<file path="src/rtl/fwd_pkg.sv">
package fwd_pkg;

  localparam int NUM_OPS = 2;
  localparam int SEL_W   = 2;

  typedef enum logic [SEL_W-1:0] {
    SEL_RF    = 2'd0,
    SEL_EXMEM = 2'd1,
    SEL_MEMWB = 2'd2
  } opSel_e;

  typedef struct packed {
    logic [NUM_OPS-1:0][SEL_W-1:0] opSel;
    logic                          storeFromWb;
    logic                          stall;
  } fwdCtrl_t;

endpackage

</file>
<file path="src/rtl/fwd_ctrl.sv">
module fwd_ctrl
  import fwd_pkg::*;
#(
  parameter int ADDR_W        = 5,
  parameter int STORE_DATA_OP = 1
) (
  input  logic [NUM_OPS-1:0][ADDR_W-1:0] srcAddr,
  input  logic [ADDR_W-1:0]              memRd,
  input  logic                           memRegWrite,
  input  logic [ADDR_W-1:0]              wbRd,
  input  logic                           wbRegWrite,
  input  logic                           wbIsLoad,
  input  logic [ADDR_W-1:0]              memStoreSrc,
  input  logic [ADDR_W-1:0]              exRd,
  input  logic                           exRegWrite,
  input  logic                           exIsLoad,
  input  logic [NUM_OPS-1:0][ADDR_W-1:0] idSrcAddr,
  input  logic [NUM_OPS-1:0]             idUses,
  input  logic                           idIsStore,
  output fwdCtrl_t                       ctrl
);

  logic [NUM_OPS-1:0][SEL_W-1:0] selVec;
  logic [NUM_OPS-1:0]            useHit;
  logic [NUM_OPS-1:0]            exempt;
  logic                          memLive;
  logic                          wbLive;
  logic                          loadLive;

  assign memLive  = memRegWrite && (memRd != '0);
  assign wbLive   = wbRegWrite && (wbRd != '0);
  assign loadLive = exIsLoad && exRegWrite && (exRd != '0);

  for (genvar g = 0; g < NUM_OPS; g++) begin : gOp
    logic memHit;
    logic wbHit;
    assign memHit    = memLive && (memRd == srcAddr[g]);
    assign wbHit     = wbLive && (wbRd == srcAddr[g]);
    assign selVec[g] = memHit ? SEL_EXMEM : (wbHit ? SEL_MEMWB : SEL_RF);
    assign useHit[g] = idUses[g] && (idSrcAddr[g] == exRd);
    if (g == STORE_DATA_OP) begin : gDataSlot
      assign exempt[g] = idIsStore;
    end else begin : gExecSlot
      assign exempt[g] = 1'b0;
    end
  end

  assign ctrl.opSel       = selVec;
  assign ctrl.storeFromWb = wbLive && wbIsLoad && (wbRd == memStoreSrc);
  assign ctrl.stall       = loadLive && |(useHit & ~exempt);

endmodule

</file>
<file path="src/rtl/fwd_datapath.sv">
module fwd_datapath
  import fwd_pkg::*;
#(
  parameter int DATA_W = 32
) (
  input  fwdCtrl_t                       ctrl,
  input  logic [NUM_OPS-1:0][DATA_W-1:0] rfData,
  input  logic [DATA_W-1:0]              memResult,
  input  logic [DATA_W-1:0]              wbResult,
  input  logic [DATA_W-1:0]              memStoreData,
  output logic [NUM_OPS-1:0][DATA_W-1:0] opOut,
  output logic [DATA_W-1:0]              storeDataOut
);

  for (genvar g = 0; g < NUM_OPS; g++) begin : gMux
    logic [DATA_W-1:0] pick;
    always_comb begin
      case (ctrl.opSel[g])
        SEL_EXMEM: pick = memResult;
        SEL_MEMWB: pick = wbResult;
        default:   pick = rfData[g];
      endcase
    end
    assign opOut[g] = pick;
  end

  assign storeDataOut = ctrl.storeFromWb ? wbResult : memStoreData;

endmodule

</file>
<file path="src/rtl/fwd_unit.sv">
module fwd_unit
  import fwd_pkg::*;
#(
  parameter int ADDR_W = 5,
  parameter int DATA_W = 32
) (
  input  logic [ADDR_W-1:0] exSrcAddrA,
  input  logic [ADDR_W-1:0] exSrcAddrB,
  input  logic [DATA_W-1:0] exReadDataA,
  input  logic [DATA_W-1:0] exReadDataB,
  input  logic [ADDR_W-1:0] exRd,
  input  logic              exRegWrite,
  input  logic              exIsLoad,
  input  logic [ADDR_W-1:0] idSrcAddrA,
  input  logic [ADDR_W-1:0] idSrcAddrB,
  input  logic              idUsesA,
  input  logic              idUsesB,
  input  logic              idIsStore,
  input  logic [ADDR_W-1:0] memRd,
  input  logic              memRegWrite,
  input  logic [DATA_W-1:0] memResult,
  input  logic [ADDR_W-1:0] memStoreSrc,
  input  logic [DATA_W-1:0] memStoreData,
  input  logic [ADDR_W-1:0] wbRd,
  input  logic              wbRegWrite,
  input  logic              wbIsLoad,
  input  logic [DATA_W-1:0] wbResult,
  output logic [DATA_W-1:0] aluOpA,
  output logic [DATA_W-1:0] aluOpB,
  output logic [DATA_W-1:0] storeDataOut,
  output logic              stallReq
);

  fwdCtrl_t                       ctrl;
  logic [NUM_OPS-1:0][ADDR_W-1:0] srcVec;
  logic [NUM_OPS-1:0][ADDR_W-1:0] idSrcVec;
  logic [NUM_OPS-1:0]             idUseVec;
  logic [NUM_OPS-1:0][DATA_W-1:0] rfVec;
  logic [NUM_OPS-1:0][DATA_W-1:0] opVec;

  assign srcVec   = {exSrcAddrB, exSrcAddrA};
  assign idSrcVec = {idSrcAddrB, idSrcAddrA};
  assign idUseVec = {idUsesB, idUsesA};
  assign rfVec    = {exReadDataB, exReadDataA};

  fwd_ctrl #(.ADDR_W(ADDR_W), .STORE_DATA_OP(1)) uCtrl (
    .srcAddr    (srcVec),
    .memRd      (memRd),
    .memRegWrite(memRegWrite),
    .wbRd       (wbRd),
    .wbRegWrite (wbRegWrite),
    .wbIsLoad   (wbIsLoad),
    .memStoreSrc(memStoreSrc),
    .exRd       (exRd),
    .exRegWrite (exRegWrite),
    .exIsLoad   (exIsLoad),
    .idSrcAddr  (idSrcVec),
    .idUses     (idUseVec),
    .idIsStore  (idIsStore),
    .ctrl       (ctrl)
  );

  fwd_datapath #(.DATA_W(DATA_W)) uData (
    .ctrl        (ctrl),
    .rfData      (rfVec),
    .memResult   (memResult),
    .wbResult    (wbResult),
    .memStoreData(memStoreData),
    .opOut       (opVec),
    .storeDataOut(storeDataOut)
  );

  assign aluOpA   = opVec[0];
  assign aluOpB   = opVec[1];
  assign stallReq = ctrl.stall;

  always_comb begin
    if (memRegWrite && memRd != '0 && memRd == exSrcAddrA)
      AST_EXMEM_WINS_A: assert (aluOpA == memResult) else $error("EX/MEM bypass lost on A");
    if (memRegWrite && memRd != '0 && memRd == exSrcAddrB)
      AST_EXMEM_WINS_B: assert (aluOpB == memResult) else $error("EX/MEM bypass lost on B");
    if (exSrcAddrA == '0)
      AST_ZERO_SRC_A: assert (aluOpA == exReadDataA) else $error("register 0 bypassed on A");
    if (exSrcAddrB == '0)
      AST_ZERO_SRC_B: assert (aluOpB == exReadDataB) else $error("register 0 bypassed on B");
    if (wbRegWrite && wbIsLoad && wbRd != '0 && wbRd == memStoreSrc)
      AST_STORE_FROM_LOAD: assert (storeDataOut == wbResult) else $error("store data not bypassed");
    if (!exIsLoad)
      AST_STALL_ONLY_LOAD: assert (!stallReq) else $error("stall without a load");
    if (idIsStore && !(idUsesA && idSrcAddrA == exRd))
      AST_STORE_DATA_NO_STALL: assert (!stallReq) else $error("store data dependency stalled");
  end

endmodule

</file>
<file path="config.mk">
export PLATFORM = sky130hd
export DESIGN_NAME = fwd_unit
export DESIGN_NICKNAME = d
export VERILOG_FILES = /design/src/rtl/fwd_pkg.sv /design/src/rtl/fwd_ctrl.sv /design/src/rtl/fwd_datapath.sv /design/src/rtl/fwd_unit.sv
export SDC_FILE = /design/constraint.sdc
export NUM_CORES = 1
export LEC_CHECK = 0
export BUFFER_PORTS_ARGS = -buffer_cell sky130_fd_sc_hd__buf_2
export CAP_MARGIN = 20
export CORE_AREA = 2 2 120 122
export DETAILED_ROUTE_END_ITERATION = 6
export DIE_AREA = 0 0 122 124
export SETUP_SLACK_MARGIN = 0.2
export SLEW_MARGIN = 20
export SYNTH_ARGS = -nofsm -noshare
export SYNTH_HDL_FRONTEND = slang
export SYNTH_SLANG_ARGS = --single-unit
</file>
<file path="constraint.sdc">
create_clock -name vclk -period 1.62
set_input_delay 0.081 -clock vclk [all_inputs]
set_output_delay 0.081 -clock vclk [all_outputs]
set_load 0.005 [all_outputs]
</file>
After elaboration in Yosys (flattened, before gate mapping)
Cells that the tools add are included.
W data, S select, Z words.
{ "classes": {"eq_ne": 11, "n_mux": 7, "n_bitwise": 2, "reduce_logical": 17} }
{ "ops": {"columns": ["operator", "count"], "rows": [
  ["$pmux W32 S2", 2],
  ["$eq A5 B5 Y1", 7],
  ["$mux W32", 1],
  ["$reduce_bool A5 Y1", 3],
  ["$logic_and A1 B1 Y1", 13],
  ["$mux W2", 4],
  ["$eq A2 B1 Y1 const B", 2],
  ["$eq A2 B2 Y1 const B", 2],
  ["$and A2 B2 Y2", 1],
  ["$not A2 Y2", 1],
  ["$reduce_or A2 Y1", 1]
]} }
{ "word_totals": {"regBits": 0, "in_bits": 208} }

Longest topological paths before layout
{ "depth": {"word_depth": 7, "mapped_depth": 6, "ltp_nobuf": 4} }

Cells and area by module
Synthesis repeated with hierarchy kept, for this count alone.
{ "hier_totals": {"hier_cells": 321, "area_unflattened_um2": 2254.7} }
{ "by_module_without_submodules": {"columns": ["module", "n_inst", "cells_each", "area_per_inst_um2", "seq_area_each_um2"], "rows": [
  ["fwd_datapath", 1, 262, 1780.5, 0.0],
  ["fwd_ctrl", 1, 59, 474.2, 0.0]
]} }

Worst setup path before layout
No wires, ideal clock.
{ "synth_timing": {"kind": "input to output", "startpoint": "input wbRd[0]", "endpoint": "output storeDataOut[10]", "arrival_time_ns": 1.363, "required_ns": 1.539, "slack_ns": 0.176, "stages": 5, "path_buffers": 1, "cell_sequence": "or4_1 o21ai_2 nor3_2 buf_6 mux2_4"} }
{ "synth_between": {"elab_chain_len": 5} }
{ "synth_rtl": {"columns": ["item", "line", "source"], "rows": [
  ["from (decl)", "fwd_unit.sv:24", "input logic [ADDR_W-1:0] wbRd,"],
  ["$reduce_bool A5 Y1", "fwd_ctrl.sv:31", "assign wbLive = wbRegWrite && (wbRd != '0);"],
  ["$logic_and A1 B1 Y1", "fwd_ctrl.sv:31", null],
  ["$logic_and A1 B1 Y1", "fwd_ctrl.sv:49", "assign ctrl.storeFromWb = wbLive && wbIsLoad && (wbRd == memStoreSrc);"],
  ["$logic_and A1 B1 Y1 *", "fwd_ctrl.sv:49", null],
  ["$mux W32 *", "fwd_datapath.sv:27", "assign storeDataOut = ctrl.storeFromWb ? wbResult : memStoreData;"],
  ["to (decl)", "fwd_unit.sv:30", "output logic [DATA_W-1:0] storeDataOut,"]
]} }
Mark *: on every way between the ends. The rest lies on a longest branch, timed or not.

Worst setup path after layout
{ "layout_timing": {"startpoint": "input wbRd[0]", "endpoint": "output aluOpA[22]"} }
{ "layout_between": {"elab_chain_len": 7} }
{ "layout_rtl": {"columns": ["item", "line", "source"], "rows": [
  ["$reduce_bool A5 Y1", "fwd_ctrl.sv:31", null],
  ["$logic_and A1 B1 Y1", "fwd_ctrl.sv:31", null],
  ["$logic_and A1 B1 Y1 *", "fwd_ctrl.sv:38", "assign wbHit = wbLive && (wbRd == srcAddr[g]);"],
  ["$mux W2 * (2 in series)", "fwd_ctrl.sv:39", "assign selVec[g] = memHit ? SEL_EXMEM : (wbHit ? SEL_MEMWB : SEL_RF);"],
  ["$eq A2 B2 Y1 or $eq A2 B1 Y1 (tied branches)", "fwd_datapath.sv:18", "case (ctrl.opSel[g])"],
  ["$pmux W32 S2 *", "fwd_datapath.sv:18", null],
  ["to (decl)", "fwd_unit.sv:28", "output logic [DATA_W-1:0] aluOpA,"]
]} }
Marks and branches as above.

==> summary.txt <==
Achievable Freq -> 0.548 GHz
Final slew viol count -> 0
Mean Syn Cell Area -> 7.04 sq um
Layout area overhead -> 96.3%
Largest net degree at the start of global routing -> 41
Setup TNS Final -> -13.60 ns
Number of global-route vias before repair -> 4605
DRT iter0 DRCs -> 277
# fillers -> 1451
PD cells -> 297 nW/um^2
Final HPWL DP -> 13.2 mm
Die X -> 122 microns
Global placement routability congestion -> 0.837
Slack of the critical path -> -0.205 ns
CP endpoint kind -> output pin
Vias/cell -> 5.59
Starting Density -> 21.3%
Slowest cell on the critical path -> or4_4
Crit path max-delay family -> buffers and inverters
LEAKAGE -> 2.41 nW
Status -> finished with violations
Cell repeated most along the worst path -> buf_12
Failing checks -> negative setup slack
Seq Cell Count -> 0
Buf+Inv Stages, Crit Path -> 5
Routed vias -> 5051
GRT Util Overall -> 20.8%
Top cells by area, synth -> o31ai_1, mux2_4, nand4_1, a31oi_1, nor3_1
Final Non-Filler Cells -> 903
Netlist cell types -> 30
Final setup viols -> 96
Drt total wl -> 18.1 mm
CP Launch Type -> input port
Number of antenna cells inserted -> 0
RSZ-0062 raised after global routing -> true
IO Pins -> 305
Endpoint required time on the critical path -> 1.54 ns
First-pass GRT wire length -> 24.8 mm
Share of cells above drive strength 1 -> 61.1%
DRT Pass-1 Iters -> 5
Share of the synthesized area in the top cell type -> 16.4%
Cell taking the most area after synthesis -> o31ai_1
Max-cap violations -> 0
Post-layout min period -> 1.82 ns
FF/Latch Area -> 0 sq um
Crit Path Category -> input port to output pin
Final hold violations -> 0
GR Overflow Total -> 0
Layout clock buffers -> 0
Slew headroom -> 74.0%
Worst VDD drop -> 0.000183 V
ANT nets after route -> 0
Hold-fix buffers, CTS -> 0
Placed cell count -> 887
I/O Buffers -> 305
Die H -> 124 microns
Slew @ Worst Pin -> 0.387 ns
WL/cell -> 20.0 microns
CP arrival -> 1.74 ns
DP Area -> 4960 sq um
Synthesized netlist cell count -> 416
Hold crit path type -> input port to output pin
Slowest stage delay, CP -> 0.55 ns
Synth Warn # -> 0
Register area share after synthesis -> 0%
Worst Path Max Fanout -> 5
Post-route cell area -> 5750 sq um
Remaining DRCs -> 0
Post-Syn Area -> 2930 sq um
Antenna violations before repair -> 1
Syn nets -> 624
Core Area -> 13700 sq um
Final #Nets -> 933
Die footprint -> 15100 sq um
Standard-cell rows -> 43
Crit path cell chain -> buf_6 -> or4_4 -> o21ai_4 -> buf_12 -> buf_12 -> buf_16 -> o31ai_2 -> a31oi_1 -> buf_2
Fin crit share -> 113%
Yosys cell counts, types with 2 or more instances:
library cell,instances
mux2_2,2
buf_1,3
mux2_4,30
o31ai_1,64
clkbuf_1,34
buf_6,10
nand3_1,2
xor2_1,13
nand4_1,67
nand2_1,2
buf_2,12
buf_4,6
nor4_1,2
o211ai_2,2
a31oi_1,64
xnor2_1,22
nor3_1,65
or2_1,2
or4_1,3
kinds of logic after synthesis:
logic type	count (synthesis)	share of synthesized area [%]
AO/OA/AOI/OAI	134	31.9
XOR/XNOR	35	10.5
buffers and inverters	65	12.2
multiplexers	32	16.2
AND/OR/NAND/NOR	150	29.3
where the power goes:
part | internal [mW] | switching (mW)
Sequential | 0 | 0
Combinational | 0.828 | 0.878
Clock | 0 | 0
routing by layer:
metal / track usage, % / share of wire, % / wire [microns] / vias up
li1: - / - / - / 2342
met1: 27.0 / 41 / 7470 / 2342
met2: 36.8 / 48 / 8740 / 342
met3: 3.21 / 8.9 / 1620 / 23
met4: 3.45 / 1.3 / 231 / 2
met5: 0 / 0.072 / 13 / -
final timing paths:
check | startpoint | cells past startpoint | to
setup / recovery | wbRd[0] | 9 | aluOpA[22]
hold / removal | memStoreData[22] | 3 | storeDataOut[22]
worst min-delay path, stage by stage:
cell and delay [ns]:
buf_2 0.07, mux2_4 0.13, buf_6 0.08
timing repair:
action	in CTS	in global routing
setup buffers	7	1
resized for setup	30	52
pin swaps	9	48
cloned	4	4
hold endpoints to repair	0	0
endpoints found under the setup margin	96	96
stage by stage:
stage / worst slack (ns) / util (%) / hold WS [ns] / power (mW)
finish: -0.205 / 41.9 / 0.449 / 1.71
global placement: -0.203 / 36.1 / 0.452 / 1.43
floorplan: 0.193 / - / 0.269 / 0.630
global route: -0.264 / 41.9 / 0.457 / 1.81
CTS: -0.183 / 38.6 / 0.452 / 1.55
detailed placement: -0.210 / 36.1 / 0.455 / 1.43
cells in the final DEF, fill, tap and decap left out, types with 2 or more instances in the layout:
cell type / n
o31ai_4: 11
nor3_1: 64
o31ai_2: 9
nand4_1: 67
or2_4: 2
nor4_1: 2
a31oi_4: 2
buf_4: 35
xor2_1: 13
mux2_2: 2
o211ai_4: 2
buf_2: 274
nand2_1: 2
buf_12: 18
nor3_4: 2
o31ai_1: 44
or4_4: 2
buf_6: 35
buf_16: 5
a31oi_1: 61
mux2_4: 30
xnor2_1: 21
clkbuf_16: 4
layout make-up:
cell class	instances	area [sq um]	share of cell area, %
multi-input cells	351	2880	50.1
well taps	180	225	3.92
repair buffers	372	2640	46.0
Note: power is estimated with default switching activity, not from simulation.
